[src/rtl/mmr_pkg.sv]
// Shared widths and types for the matrix index remapper.
// Assumes that every size, offset and step count fits in IDX_W bits.
package mmr_pkg;
    localparam int IDX_W     = 7;
    localparam int MAX_STEPS = 127;
    localparam int NDIM      = 3;
    localparam int RANK_W    = 2;

    typedef enum logic {
        ST_IDLE = 1'b0,
        ST_RUN  = 1'b1
    } run_state_t;
endpackage

[src/rtl/mmr_cfg_check.sv]
// Validates a remapper configuration and turns the nesting-order code into
// a rank for each dimension (0 = outermost, 2 = innermost).
// Assumes the dimensions are 0 = row, 1 = column, 2 = inner.
module mmr_cfg_check
    import mmr_pkg::*;
#(
    parameter int W     = IDX_W,
    parameter int LIMIT = MAX_STEPS
) (
    input  logic [W-1:0]                 rows,
    input  logic [W-1:0]                 cols,
    input  logic [W-1:0]                 inner,
    input  logic [2:0]                   order,
    output logic                         cfg_ok,
    output logic [NDIM-1:0][RANK_W-1:0]  rank
);
    localparam int PW = 3 * W;

    logic [PW-1:0] product;

    // Total number of steps the configuration asks for.
    always_comb product = PW'(rows) * PW'(cols) * PW'(inner);

    // Accept only nonzero sizes, a bounded product and a legal order code.
    always_comb begin
        cfg_ok = (rows != '0) && (cols != '0) && (inner != '0)
              && (product <= PW'(LIMIT)) && (order <= 3'd5);
    end

    // Rank of each dimension for the selected nesting order.
    always_comb begin
        case (order)
            3'd0:    rank = {2'd2, 2'd1, 2'd0};
            3'd1:    rank = {2'd1, 2'd2, 2'd0};
            3'd2:    rank = {2'd2, 2'd0, 2'd1};
            3'd3:    rank = {2'd1, 2'd0, 2'd2};
            3'd4:    rank = {2'd0, 2'd2, 2'd1};
            3'd5:    rank = {2'd0, 2'd1, 2'd2};
            default: rank = {2'd2, 2'd1, 2'd0};
        endcase
    end
endmodule

[src/rtl/mmr_dim_counter.sv]
// One loop dimension: captures its size and direction on load, then steps
// up or down on each advance and wraps at its end.
// Assumes that load and adv are never high together and that size is nonzero at load.
module mmr_dim_counter
    import mmr_pkg::*;
#(
    parameter int W = IDX_W
) (
    input  logic         clk,
    input  logic         rst_n,
    input  logic         load,
    input  logic         adv,
    input  logic         active,
    input  logic [W-1:0] size,
    input  logic         rev,
    output logic [W-1:0] idx,
    output logic [W-1:0] size_q,
    output logic         at_end
);
    logic rev_q;

    // Loop end: zero when counting down, size minus one when counting up.
    always_comb at_end = rev_q ? (idx == '0) : (idx == size_q - W'(1));

    // Latch the dimension setup and step the index.
    always_ff @(posedge clk) begin
        if (!rst_n) begin
            idx    <= '0;
            size_q <= W'(1);
            rev_q  <= 1'b0;
        end else if (load) begin
            size_q <= size;
            rev_q  <= rev;
            idx    <= rev ? size - W'(1) : '0;
        end else if (adv) begin
            if (at_end)     idx <= rev_q ? size_q - W'(1) : '0;
            else if (rev_q) idx <= idx - W'(1);
            else            idx <= idx + W'(1);
        end
    end

    AST_IDX_IN_RANGE: assert property (@(posedge clk) disable iff (!rst_n)
        active |-> (idx < size_q));

    AST_WRAP_TO_START: assert property (@(posedge clk) disable iff (!rst_n)
        (adv && at_end && !load) |=> (idx == (rev_q ? size_q - W'(1) : '0)));
endmodule

[src/rtl/mmr_offset_calc.sv]
// Forms the C, A and B offsets of row-major matrices from the loop indices.
// Assumes that every true offset is below 2**W, so arithmetic modulo 2**W is exact.
module mmr_offset_calc
    import mmr_pkg::*;
#(
    parameter int W = IDX_W
) (
    input  logic [W-1:0] i_idx,
    input  logic [W-1:0] j_idx,
    input  logic [W-1:0] n_idx,
    input  logic [W-1:0] k_size,
    input  logic [W-1:0] n_size,
    output logic [W-1:0] c_off,
    output logic [W-1:0] a_off,
    output logic [W-1:0] b_off
);
    // Row-major offsets for the accumulator and the two sources.
    always_comb begin
        c_off = i_idx * k_size + j_idx;
        a_off = i_idx * n_size + n_idx;
        b_off = n_idx * k_size + j_idx;
    end
endmodule

[src/rtl/mm_index_remap.sv]
// Top of the matrix index remapper. Holds the configuration, validates it on
// start, runs three nested loop counters in the selected order and offers one
// offset triple per step on a valid/ready port.
// Assumes that the consumer holds no step beyond its own ready signal.
module mm_index_remap
    import mmr_pkg::*;
#(
    parameter int W     = IDX_W,
    parameter int LIMIT = MAX_STEPS
) (
    input  logic         clk,
    input  logic         rst_n,
    input  logic         cfg_load,
    input  logic [W-1:0] cfg_rows,
    input  logic [W-1:0] cfg_cols,
    input  logic [W-1:0] cfg_inner,
    input  logic [2:0]   cfg_order,
    input  logic [2:0]   cfg_rev,
    input  logic         start,
    output logic         cfg_err,
    output logic         step_valid,
    input  logic         step_ready,
    output logic [W-1:0] step_c_off,
    output logic [W-1:0] step_a_off,
    output logic [W-1:0] step_b_off,
    output logic         step_last
);
    run_state_t                   state;
    logic [W-1:0]                 rows_q, cols_q, inner_q;
    logic [2:0]                   order_q, rev_q;
    logic                         cfg_ok;
    logic [NDIM-1:0][RANK_W-1:0]  rank_new, rank_q;
    logic [NDIM-1:0][W-1:0]       sizes_q;
    logic [NDIM-1:0][W-1:0]       idx;
    logic [NDIM-1:0][W-1:0]       dim_size;
    logic [NDIM-1:0]              at_end;
    logic [NDIM-1:0]              adv;
    logic                         launch, xfer, all_end;

    // Capture the configuration fields whenever software loads them.
    always_ff @(posedge clk) begin
        if (!rst_n) begin
            rows_q  <= W'(1);
            cols_q  <= W'(1);
            inner_q <= W'(1);
            order_q <= '0;
            rev_q   <= '0;
        end else if (cfg_load) begin
            rows_q  <= cfg_rows;
            cols_q  <= cfg_cols;
            inner_q <= cfg_inner;
            order_q <= cfg_order;
            rev_q   <= cfg_rev;
        end
    end

    mmr_cfg_check #(.W(W), .LIMIT(LIMIT)) u_check (
        .rows   (rows_q),
        .cols   (cols_q),
        .inner  (inner_q),
        .order  (order_q),
        .cfg_ok (cfg_ok),
        .rank   (rank_new)
    );

    // Decode the handshake events.
    always_comb begin
        launch     = (state == ST_IDLE) && start && cfg_ok;
        step_valid = (state == ST_RUN);
        xfer       = step_valid && step_ready;
        all_end    = &at_end;
        step_last  = step_valid && all_end;
    end

    // Sequence control and the rejection flag.
    always_ff @(posedge clk) begin
        if (!rst_n) begin
            state   <= ST_IDLE;
            cfg_err <= 1'b0;
            rank_q  <= '0;
        end else if (state == ST_IDLE) begin
            if (start) begin
                cfg_err <= !cfg_ok;
                if (cfg_ok) begin
                    state  <= ST_RUN;
                    rank_q <= rank_new;
                end
            end
        end else if (xfer && all_end) begin
            state <= ST_IDLE;
        end
    end

    // A loop advances on a transfer when every loop nested inside it is at its end.
    always_comb begin
        for (int d = 0; d < NDIM; d++) begin
            adv[d] = xfer;
            for (int e = 0; e < NDIM; e++) begin
                if (e != d && rank_q[e] > rank_q[d]) adv[d] = adv[d] & at_end[e];
            end
        end
    end

    // Route each configured size to its dimension counter.
    always_comb sizes_q = {inner_q, cols_q, rows_q};

    for (genvar g = 0; g < NDIM; g++) begin : g_dim
        mmr_dim_counter #(.W(W)) u_dim (
            .clk    (clk),
            .rst_n  (rst_n),
            .load   (launch),
            .adv    (adv[g]),
            .active (step_valid),
            .size   (sizes_q[g]),
            .rev    (rev_q[g]),
            .idx    (idx[g]),
            .size_q (dim_size[g]),
            .at_end (at_end[g])
        );
    end

    mmr_offset_calc #(.W(W)) u_offs (
        .i_idx  (idx[0]),
        .j_idx  (idx[1]),
        .n_idx  (idx[2]),
        .k_size (dim_size[1]),
        .n_size (dim_size[2]),
        .c_off  (step_c_off),
        .a_off  (step_a_off),
        .b_off  (step_b_off)
    );

    AST_STALL_HOLDS: assert property (@(posedge clk) disable iff (!rst_n)
        (step_valid && !step_ready) |=> (step_valid && $stable(step_c_off)
            && $stable(step_a_off) && $stable(step_b_off) && $stable(step_last)));

    AST_LAST_THEN_IDLE: assert property (@(posedge clk) disable iff (!rst_n)
        (xfer && step_last) |=> !step_valid);

    AST_ERR_NO_STEP: assert property (@(posedge clk) disable iff (!rst_n)
        cfg_err |-> !step_valid);

    AST_START_IGNORED: assert property (@(posedge clk) disable iff (!rst_n)
        (step_valid && start && !(xfer && step_last)) |=> step_valid);

    AST_STEP_MOVES: assert property (@(posedge clk) disable iff (!rst_n)
        (xfer && !step_last) |=> !($stable(step_c_off) && $stable(step_a_off)
            && $stable(step_b_off)));
endmodule

[config.mk]
export PLATFORM = sky130hd
export DESIGN_NAME = mm_index_remap
export DESIGN_NICKNAME = d
export VERILOG_FILES = /design/src/rtl/mmr_pkg.sv /design/src/rtl/mmr_cfg_check.sv /design/src/rtl/mmr_dim_counter.sv /design/src/rtl/mmr_offset_calc.sv /design/src/rtl/mm_index_remap.sv
export SDC_FILE = /design/constraint.sdc
export NUM_CORES = 1
export LEC_CHECK = 0
export BUFFER_PORTS_ARGS = -buffer_cell sky130_fd_sc_hd__buf_4
export CORE_MARGIN = 3
export CORE_UTILIZATION = 57
export CTS_CLUSTER_SIZE = 8
export DETAILED_ROUTE_END_ITERATION = 7
export PLACE_DENSITY = 0.75
export SETUP_SLACK_MARGIN = 0.05
export SLEW_MARGIN = 30
export SYNTH_ARGS = -nofsm -noshare
export SYNTH_HDL_FRONTEND = slang
export SYNTH_SLANG_ARGS = --single-unit
export TNS_END_PERCENT = 100
[constraint.sdc]
create_clock -name clk -period 17.3 [get_ports clk]
set_input_delay 3.46 -clock clk [delete_from_list [all_inputs] [get_ports clk]]
set_output_delay 3.46 -clock clk [all_outputs]
set_load 0.01 [all_outputs]
# Word level (Yosys, flattened, before mapping)
# Index checks and enable logic that the tools add are counted.
dict set report word_totals {
  inputBits 32
  regBits 80
  output_inout_bits 24
  mem_bits_ro 0
  mem_count 0
  latchBits 0
  word_cells 115
  ram_bits 0
}
dict set report op_classes {
  add_sub_neg 15
  n_bitwise 6
  shift 0
  magnitude_cmp 8
  multipliers 5
  n_mux 32
  n_eq_ne 8
  n_reduce_logical 22
  div 0
}
# op n
set op_table {}
lappend op_table {{two-way mux 7 bit} 18}
lappend op_table {{subtractor 7 x 1 -> 7 bit, second input constant} 9}
lappend op_table {{case mux 6 bit (5 select lines)} 1}
lappend op_table {{adder 7 x 1 -> 7 bit, second input constant} 3}
lappend op_table {{adder 7 bit} 3}
lappend op_table {{== test 7 bit} 3}
lappend op_table {{less-or-equal comparator 21 x 7 -> 1 bit, second input constant} 1}
lappend op_table {{zero test 7 bit} 3}
lappend op_table {{multiplier 14 x 7 -> 21 bit} 1}
lappend op_table {{multiplier 7 x 7 -> 7 bit} 3}
lappend op_table {{nonzero test 7 bit} 3}
lappend op_table {{multiplier 7 x 7 -> 14 bit} 1}
lappend op_table {{two-way mux 1 bit} 13}
lappend op_table {{> comparator 2 bit} 6}
lappend op_table {{logical AND 1 bit} 9}
lappend op_table {{== test 3 x 2 -> 1 bit, second input constant} 2}
lappend op_table {{== test 3 bit, second input constant} 2}
lappend op_table {{AND reduction 3 bit} 2}
lappend op_table {{nonzero test 2 bit} 3}
lappend op_table {{bitwise AND 1 bit} 5}
lappend op_table {{== test 3 x 1 -> 1 bit, second input constant} 1}
lappend op_table {{less-or-equal comparator 3 bit, second input constant} 1}
lappend op_table {{AND reduction 2 bit} 1}
lappend op_table {{zero test 1 bit} 1}
lappend op_table {{NOT 1 bit} 1}

# Logic depth before layout (Yosys ltp)
# Gate-level depths: netlist of run 1.
dict set report logic_depth {
  depth_word 9
  depth_mapped 37
  mapped_depth_nobuf 34
}

# Modules after synthesis
# Synthesis of run 1 repeated with hierarchy kept, for this count alone.
dict set report hier_totals {
  hier_cells 1481
  hier_area_um2 12848.6
}
# mod cells_per_inst area_each_um2 seq_area_each_um2 n_inst
set modules_own_cells {}
lappend modules_own_cells {mmr_cfg_check 574 4825.9 0.0 1}
lappend modules_own_cells {mmr_offset_calc 312 2593.7 0.0 1}
lappend modules_own_cells {{mmr_dim_counter at g_dim[1].u_dim ...} 150 1293.7 300.3 2}
lappend modules_own_cells {mm_index_remap 147 1531.5 700.7 1}
lappend modules_own_cells {{mmr_dim_counter at g_dim[0].u_dim} 148 1310.0 300.3 1}

# Worst setup path after synthesis of run 1
# OpenSTA, ideal clock, no wires.
dict set report synth_path {
  path_kind {register to register}
  startpoint {register rows_q[0]}
  endpoint {register rank_q[4] (netlist name)}
  setup_ns 0.071
  path_buffers 2
  synth_period_minus_slack_ns 8.704
  arrival_ns 8.633
  slack_ns 8.596
  path_stages_with_launch 34
  t_required_ns 17.229
  cell_sequence {dfxtp_1 > clkbuf_1 > nand2_1 > fa_1 > fa_1 > fa_1 > inv_1 > fa_1 > ha_1 > a21boi_0 > o21ai_0 > a21oi_1 > o21ai_1 > mux2i_1 > nand2_1 > nand2_1 > fa_1 > inv_1 > fa_1 > fa_1 > inv_1 > fa_1 > inv_1 > ha_1 > nand2b_1 > a21oi_1 > a2111oi_2 > nand4_1 > or4_1 > nor4_2 > o2111ai_1 > buf_2 > or3b_1 > a21oi_1}
}
dict set report synth_via {
  elab_chain_cells 6
  word_cells_on_any_way 9
  cone_classes {2 x mul; 1 x order compare; 6 x reduce/logical}
}
# item line_no
set synth_rtl {}
lappend synth_rtl {{from (decl)} mm_index_remap.sv:29} ;# logic [W-1:0] rows_q, cols_q, inner_q;
lappend synth_rtl {{from (signal assigned)} mm_index_remap.sv:49} ;# rows_q <= cfg_rows;
lappend synth_rtl {{multiplier 7 x 7 -> 14 bit / nonzero test 7 bit (equally long branches)} {mmr_cfg_check.sv:22, mmr_cfg_check.sv:26}}
lappend synth_rtl {{multiplier 14 x 7 -> 21 bit / logical AND 1 bit (equally long branches)} {mmr_cfg_check.sv:22, mmr_cfg_check.sv:26}}
lappend synth_rtl {{less-or-equal comparator 21 x 7 -> 1 bit / logical AND 1 bit (equally long branches)} {mmr_cfg_check.sv:27, mmr_cfg_check.sv:26}}
lappend synth_rtl {{logical AND 1 bit (*) (2 in a row)} mmr_cfg_check.sv:27} ;# && (product <= PW'(LIMIT)) && (order <= 3'd5);
lappend synth_rtl {{AND reduction 3 bit (no line) (*)} -}
lappend synth_rtl {{to (signal assigned)} mm_index_remap.sv:86} ;# rank_q <= rank_new;
lappend synth_rtl {{to (decl)} mm_index_remap.sv:32} ;# logic [NDIM-1:0][RANK_W-1:0] rank_new, rank_q;
# Mark *: on every way between the ends. The rest lies on a longest branch, timed or not.
# A chain may end at the register's enable or synchronous reset.

# Worst setup path after layout of run 1
dict set report layout_path {
  startpoint {register rows_q[2]}
  endpoint {register g_dim[0].u_dim.idx[1]}
}
dict set report layout_via {
  elab_chain_cells 7
  word_cells_on_any_way 11
  cone_classes {2 x mul; 1 x order compare; 1 x mux; 7 x reduce/logical}
}
# item line_no
set layout_rtl {}
lappend layout_rtl {{multiplier 7 x 7 -> 14 bit / nonzero test 7 bit (equally long branches)} {mmr_cfg_check.sv:22, mmr_cfg_check.sv:26}}
lappend layout_rtl {{multiplier 14 x 7 -> 21 bit / logical AND 1 bit (equally long branches)} {mmr_cfg_check.sv:22, mmr_cfg_check.sv:26}}
lappend layout_rtl {{less-or-equal comparator 21 x 7 -> 1 bit / logical AND 1 bit (equally long branches)} {mmr_cfg_check.sv:27, mmr_cfg_check.sv:26}}
lappend layout_rtl {{logical AND 1 bit (*) (2 in a row)} mmr_cfg_check.sv:27}
lappend layout_rtl {{logical AND 1 bit (*)} mm_index_remap.sv:68} ;# launch = (state == ST_IDLE) && start && cfg_ok;
lappend layout_rtl {{two-way mux 7 bit / nonzero test 2 bit (equally long branches)} -}
lappend layout_rtl {{to (signal assigned)} mmr_dim_counter.sv:34} ;# idx <= rev ? size - W'(1) : '0;
lappend layout_rtl {{to (signal assigned)} mmr_dim_counter.sv:36} ;# if (at_end) idx <= rev_q ? size_q - W'(1) : '0;
lappend layout_rtl {{to (signal assigned)} mmr_dim_counter.sv:37} ;# else if (rev_q) idx <= idx - W'(1);
lappend layout_rtl {{to (decl)} mmr_dim_counter.sv:16} ;# output logic [W-1:0] idx,
# Marks and branches as above.

==> results of run 1 <==
## sequential cells by signal (all words and copies together), names as in the netlist
register,count
cols_q,7
g_dim.u_dim.rev_q,3
step_valid,1
rank_q,6
g_dim.u_dim.size_q,21
cfg_err,1
rev_q,3
g_dim.u_dim.idx,21
order_q,3
inner_q,7
rows_q,7
## cells by family (layout without fill, tap and decap cells)
family,Yosys count,count (layout),synth area share
xor+xnor,125,125,0.09276
simple gates,493,493,0.1990
flops,80,80,0.1275
compound gates,176,176,0.09386
fa+ha+maj,271,271,0.3429
buf+inv,273,273,0.08289
mux,75,75,0.06107
## final cells by class
cell class                 count  area (um^2)  share of cell area
clock inverter                 7        85.08            0.006363
clock buffer                   9        225.2             0.01684
timing repair buffer          58        435.4             0.03256
inverter                     199        747.0             0.05586
multi-input combinational   1140         9933              0.7429
tap                          275        344.1             0.02573
sequential                    80         1602              0.1198
## per-stage QoR
stage	setup slack, ns	area [um^2]	hold slack [ns]	util
6_report	7.443	13370	0.4760	0.6262
5_1_grt	6.736	13370	0.5102	0.6262
4_1_cts	7.504	13370	0.4688	0.6262
3_5_place_dp	7.565	13060	0.4435	0.6117
3_3_place_gp	7.759	13060	0.4410	0.6117
2_1_floorplan	8.596	12560	0.4319	-
## final timing paths
kind | end | slack [ns] | cells past startpoint
max | g_dim[0].u_dim.idx[1] | 7.44 | 32
min | rank_q[0] | 0.48 | 2
max reg2reg | g_dim[0].u_dim.idx[1] | 7.44 | 32
min reg2reg | rank_q[0] | 0.48 | 2
## cells in the final DEF, fill, tap and decap left out, drive strengths merged, types with 28 or more instances in the layout
| cell type | instances |
|---|---|
| mux2i | 62 |
| fa | 122 |
| a21oi | 52 |
| and2 | 109 |
| nand2 | 147 |
| buf | 58 |
| dfxtp | 80 |
| nor2 | 104 |
| xor2 | 28 |
| xnor2 | 92 |
| ha | 149 |
| inv | 203 |
## power groups by stage
stage                     sequential, mW  clock, mW  combinational, mW
after floorplan                    0.208          0              0.268
after global placement             0.232          0              0.331
after detailed placement           0.232          0              0.335
after CTS                          0.228      0.202              0.338
after global routing               0.231      0.209              0.379
final                              0.229      0.200              0.338
## critical path: cells and delay by family, from the launching register on
family | cells | cell delay, ns
simple gates | 8 | 1.95
compound gates | 8 | 1.53
mux | 1 | 0.29
buf+inv | 5 | 0.62
fa+ha+maj | 10 | 4.69
flops | 1 | 0.63
## metal layers
layer  wire length (um)  part of all wire
met1              12900              0.44
met2              14470              0.49
met3               1112             0.038
met4                965             0.033
met5                  0                 0
==> load_flow_metrics.sql, run 1 <==
INSERT INTO impl_metrics (metric_group, metric, value, unit) VALUES
('status', 'run_status', 'completed', ''),
('drt', 'final_antenna_net_count', '0', ''),
('synthesis', 'postSynth.asyncResetShare', '0', ''),
('pwr', 'power.total', '767.0', 'uW'),
('pwr', 'power.switching', '317.6', 'uW'),
('drt', 'drt-total-wl', '29.45', 'mm'),
('timing', 'final-hold-violation-count', '0', ''),
('floorplanning', 'fp.dieW', '154.4', 'um'),
('floorplanning', 'floorplan.rows', '53', ''),
('synthesis', 'synth_top_cell_area_share', '0.1945', ''),
('synthesis', 'syn-num-nets', '1796', ''),
('cts', 'insertion_delay', '0.34', 'ns'),
('timing', 'slew_headroom', '0.3777', ''),
('critical_path', 'crit_required', '17.57', 'ns'),
('critical_path', 'cp_data_arrival_time', '10.13', 'ns'),
('floorplanning', 'die_area', '23850', 'um^2'),
('synthesis', 'post_synth_most_frequent_cells', '198 x inv_1, 149 x ha_1, 147 x nand2_1, 122 x fa_1, 109 x and2_1', ''),
('global_route', 'global_route.usage.met3', '0.02098', ''),
('global_route', 'globalRouteTotalUtil', '0.2522', ''),
('critical_path', 'crit_slowest_cell', 'dfxtp_1', ''),
('critical_path', 'timing.critical_path.to_type', 'flip-flop', ''),
('drt', 'drt_iter0_drc', '669', ''),
('cts', 'cts_resized', '0', ''),
('timing', 'setup_viol', '0', ''),
('pwr', 'p_int', '449.4', 'uW'),
('job', 'maxCapViolCount', '0', ''),
('critical_path', 'critical_path.startpoint', 'rows_q[2]', ''),
('timing', 'finalSetupTns', '0', 'ns'),
('timing', 'timing.fmax', '101.5', 'MHz'),
('global_route', 'grt_pass1_wl', '50.07', 'mm'),
('place', 'gp_congestion', '0.9151', ''),
('timing', 'fin_crit_sh', '0.5698', ''),
('pwr', 'power.leakage', '6.720', 'nW'),
('place', 'hpwlAfterDp', '23.15', 'mm'),
('critical_path', 'r2r_start', 'rows_q[2]', ''),
('hold_path', 'min-delay-path-class', 'flip-flop to flip-flop', ''),
('floorplanning', 'initial_utilization', '0.5881', ''),
('cts', 'postCtsSetupBuffers', '0', ''),
('cells_and_area', 'area_delta_synth_final', '6.476', '%'),
('timing', 'rsz_0062_raised_after_global_routing', 'false', ''),
('cts', 'cts_tree', 'yes', ''),
('synthesis', 'synth_seq_area_share', '0.1275', ''),
('global_route', 'via_count_of_the_first_global_routing_pass', '10027', ''),
('pwr', 'cellPowerDensity', '57.36', 'nW/um^2'),
('cells_and_area', 'drive_above_1_share', '0.06966', ''),
('global_route', 'grt.met2_usage', '0.4368', ''),
('drt', 'vias_per_cell', '5.581', ''),
('cts', 'cts.hold.buffers_added', '0', ''),
('critical_path', 'cpMostUsedCell', 'fa_1', ''),
('hold_path', 'worstHoldStart', 'rank_q[0]', ''),
('pwr', 'clkPwrFrac', '0.261', ''),
('synthesis', 'synth_cell_type_count', '68', ''),
('synthesis', 'flip_flop_and_latch_count_after_synthesis', '80', ''),
('place', 'placedCellCount', '1752', ''),
('cells_and_area', 'insertedDiodeCount', '0', ''),
('drt', 'firstDrtPassIters', '5', ''),
('global_route', 'overflow', '0', ''),
('cts', 'clock-sinks', '80', ''),
('cts', 'root_buffer', 'clkbuf_16', ''),
('drt', 'detail_route.wl_per_cell', '16.65', 'um'),
('synthesis', 'yosys_warnings', '0', ''),
('timing', 'max_slew_violation_total_from_the_final_report', '0', ''),
('synthesis', 'synth_edf_count', '0', ''),
('cts', 'cts_htree_levels', '3', ''),
('global_route', 'grt.met1_usage', '0.3316', ''),
('floorplanning', 'chipHeight', '154.4', 'um'),
('cts', 'worst_setup_hold_path_clk_slew', '0.07', 'ns'),
('pwr', 'sequentialPowerShare', '0.298', ''),
('critical_path', 'setup_crit_start_kind', 'flip-flop', ''),
('global_route', 'grt_max_degree', '71', ''),
('cts', 'cts-buffers-inserted', '9', '');
Note: power is estimated with default switching activity, not from simulation.
==> run 2, diff against run 1 <==
==> constraint.sdc (replaced) <==
create_clock -name clk -period 9.5 [get_ports clk]
set_input_delay 1.9 -clock clk [delete_from_list [all_inputs] [get_ports clk]]
set_output_delay 1.9 -clock clk [all_outputs]
set_load 0.01 [all_outputs]
==> load_flow_metrics.sql, run 2 (synthesis gave the netlist of run 1 again) <==
INSERT INTO impl_metrics (metric_group, metric, value, unit) VALUES
('status', 'run_status', 'completed', ''),
('global_route', 'grt_pass1_wl', '49.24', 'mm'),
('pwr', 'power.leakage', '6.876', 'nW'),
('timing', 'fin_skew', '0.01010', 'ns'),
('cells_and_area', 'multiInputGateArea', '9992', 'um^2'),
('hold_path', 'min-delay-path-class', 'flip-flop to flip-flop', ''),
('drt', 'firstDrtPassIters', '7', ''),
('critical_path', 'crit_required', '9.76', 'ns'),
('timing', 'finalSetupTns', '0', 'ns'),
('pwr', 'sequentialPowerShare', '0.284', ''),
('critical_path', 'crit_buf_inv', '4', ''),
('floorplanning', 'pin_count', '56', ''),
('critical_path', 'criticalPathCategory', 'flip-flop to flip-flop', ''),
('cells_and_area', 'drive_above_1_share', '0.09558', ''),
('drt', 'route.detailed.drc', '0', ''),
('timing', 'final-hold-violation-count', '0', ''),
('cts', 'cts.hold.buffers_added', '0', ''),
('critical_path', 'critical_path.startpoint', 'cols_q[3]', ''),
('timing', 'max_slew_violation_total_from_the_final_report', '0', ''),
('global_route', 'grt_max_degree', '51', ''),
('critical_path', 'crit_fanout', '17', ''),
('critical_path', 'cpMostUsedCell', 'fa_1', ''),
('critical_path', 'crit_slowest_cell', 'fa_1', ''),
('timing', 'slew_headroom', '0.4583', ''),
('critical_path', 'r2r_slack', '0.48', 'ns'),
('cells_and_area', 'post_layout_nets', '1815', ''),
('timing', 'setup_viol', '0', ''),
('global_route', 'via_count_of_the_first_global_routing_pass', '10210', ''),
('global_route', 'overflow', '0', ''),
('floorplanning', 'initial_utilization', '0.5881', ''),
('timing', 'rsz_0062_raised_after_global_routing', 'false', ''),
('floorplanning', 'fp.dieW', '154.4', 'um'),
('cells_and_area', 'final_common_cell', 'inv_1', ''),
('floorplanning', 'core', '21350', 'um^2'),
('drt', 'final_antenna_net_count', '0', ''),
('cells_and_area', 'insertedDiodeCount', '0', ''),
('floorplanning', 'die_area', '23850', 'um^2'),
('critical_path', 'setup_crit_start_kind', 'flip-flop', ''),
('place', 'gp_congestion', '0.9405', ''),
('cts', 'insertion_delay', '0.34', 'ns'),
('floorplanning', 'chipHeight', '154.4', 'um'),
('critical_path', 'worst_path_dominant_cell_family', 'adder cells', ''),
('critical_path', 'timing.critical_path.to_type', 'flip-flop', ''),
('cells_and_area', 'seqCellArea', '1610', 'um^2'),
('place', 'placedCellCount', '1772', ''),
('cts', 'cts_htree_levels', '3', ''),
('critical_path', 'timing.critical_path.slowest_cell_delay', '0.55', 'ns'),
('cells_and_area', 'fill_cells', '1851', ''),
('cts', 'worst_setup_hold_path_clk_slew', '0.07', 'ns'),
('place', 'portBuffers', '55', ''),
('cells_and_area', 'final_cell_mix', '198 x inv_1, 149 x ha_1, 146 x nand2_1', ''),
('cts', 'cts-buffers-inserted', '9', ''),
('pwr', 'cellPowerDensity', '105.3', 'nW/um^2'),
('timing', 'timing.fmax', '110.8', 'MHz'),
('timing', 'timing.final.crit_period', '9.024', 'ns'),
('critical_path', 'regToRegEndpoint', 'rank_q[0]', ''),
('pwr', 'comb_power_share', '0.447', ''),
('timing', 'tightest_slew', '0.8114', 'ns'),
('global_route', 'globalRouteTotalUtil', '0.2455', ''),
('drt', 'vias_per_cell', '5.616', ''),
('pwr', 'clkPwrFrac', '0.269', ''),
('cells_and_area', 'area_delta_synth_final', '8.727', '%'),
('global_route', 'initial_antenna_violation_count', '0', ''),
('cts', 'clock-sinks', '80', ''),
('job', 'maxCapViolCount', '0', ''),
('cts', 'cts_tree', 'yes', ''),
('place', 'hpwlAfterDp', '23.29', 'mm'),
('cts', 'clockBufferDepth', '2', ''),
('drt', 'num_vias', '10064', ''),
('hold_path', 'worstHoldStart', 'rank_q[0]', ''),
('drt', 'drt-total-wl', '29.05', 'mm'),
('drt', 'detail_route.wl_per_cell', '16.21', 'um'),
('timing', 'fin_crit_sh', '0.9499', ''),
('critical_path', 'worst-r2r-cell-count', '31', ''),
('pwr', 'power.switching', '577.2', 'uW'),
('cts', 'root_buffer', 'clkbuf_16', ''),
('pwr', 'power.ir.vdd_worst', '0.00007465', 'V'),
('pwr', 'swShare', '0.4015', ''),
('drt', 'drt_iter0_drc', '483', ''),
('cells_and_area', 'fin_cells', '1792', ''),
('floorplanning', 'floorplan.rows', '53', ''),
('critical_path', 'cp_data_arrival_time', '9.28', 'ns'),
('hold_path', 'hold-path-cell-count', '2', ''),
('hold_path', 'hold_worst_path_end', 'rank_q[0]', ''),
('cells_and_area', 'largest_registers', 'g_dim.u_dim.idx (21), g_dim.u_dim.size_q (21)', ''),
('pwr', 'p_int', '860.5', 'uW'),
('critical_path', 'r2r_start', 'cols_q[3]', '');
## run 2: metrics by stage
step / util / power [mW] / area (um^2) / hold slack (ns) / setup slack [ns]
5_1_grt: 0.6395 / 1.533 / 13650 / 0.4785 / 0.03212
3_3_place_gp: 0.6187 / 1.033 / 13210 / 0.4494 / 0.3145
6_report: 0.6395 / 1.438 / 13650 / 0.4689 / 0.4756
2_1_floorplan: - / 0.8669 / 12560 / 0.4319 / 0.7963
3_5_place_dp: 0.6187 / 1.043 / 13210 / 0.4550 / 0.1292
4_1_cts: 0.6343 / 1.430 / 13540 / 0.4621 / 0.1008
## run 2: worst max path at each step
| stage | end | cells past startpoint |
|---|---|---|
| floorplan | rank_q[4] | 33 |
| finish | rank_q[0] | 31 |
| CTS | rank_q[3] | 35 |
| global placement | rank_q[1] | 29 |
| detailed placement | rank_q[3] | 33 |
| global route | rank_q[3] | 31 |
## run 2: worst register-to-register path: cells and delay by family, from the launching register on
| family | cells | cell delay (ns) |
|---|---|---|
| AOI/OAI and AO/OA | 8 | 1.52 |
| adders and majority gates | 10 | 4.32 |
| xor gates and xnor gates | 1 | 0.21 |
| and+or+nand+nor | 8 | 1.94 |
| DFF | 1 | 0.39 |
| buffers and inverters | 4 | 0.61 |
## run 2: repair_timing
action	CTS	global route
setup endpoints to repair	0	53
resized for setup	0	21
setup buffers	0	4
## run 2: per-layer routing
metal | GRT usage | share of wire | vias up
li1 | - | - | 4910
met1 | 0.3168 | 0.43 | 4889
met2 | 0.4328 | 0.50 | 219
met3 | 0.02574 | 0.036 | 46
met4 | 0.07738 | 0.027 | 0
met5 | 0 | 0 | -
## run 2: area by class of cell
type                            count  area share
Multi-Input combinational cell   1140      0.7318
Sequential cell                    80      0.1179
Inverter                          199     0.05471
Timing Repair Buffer               82     0.04600
Tap cell                          275     0.02520
Clock buffer                        9     0.01649
Clock inverter                      7    0.007881
## run 2: power by group through the flow
stage / Clock (mW) / Sequential [mW] / Combinational, mW
floorplan: 0 / 0.378 / 0.489
global placement: 0 / 0.414 / 0.619
detailed placement: 0 / 0.415 / 0.628
CTS: 0.389 / 0.407 / 0.634
global route: 0.406 / 0.413 / 0.714
finish: 0.387 / 0.408 / 0.642
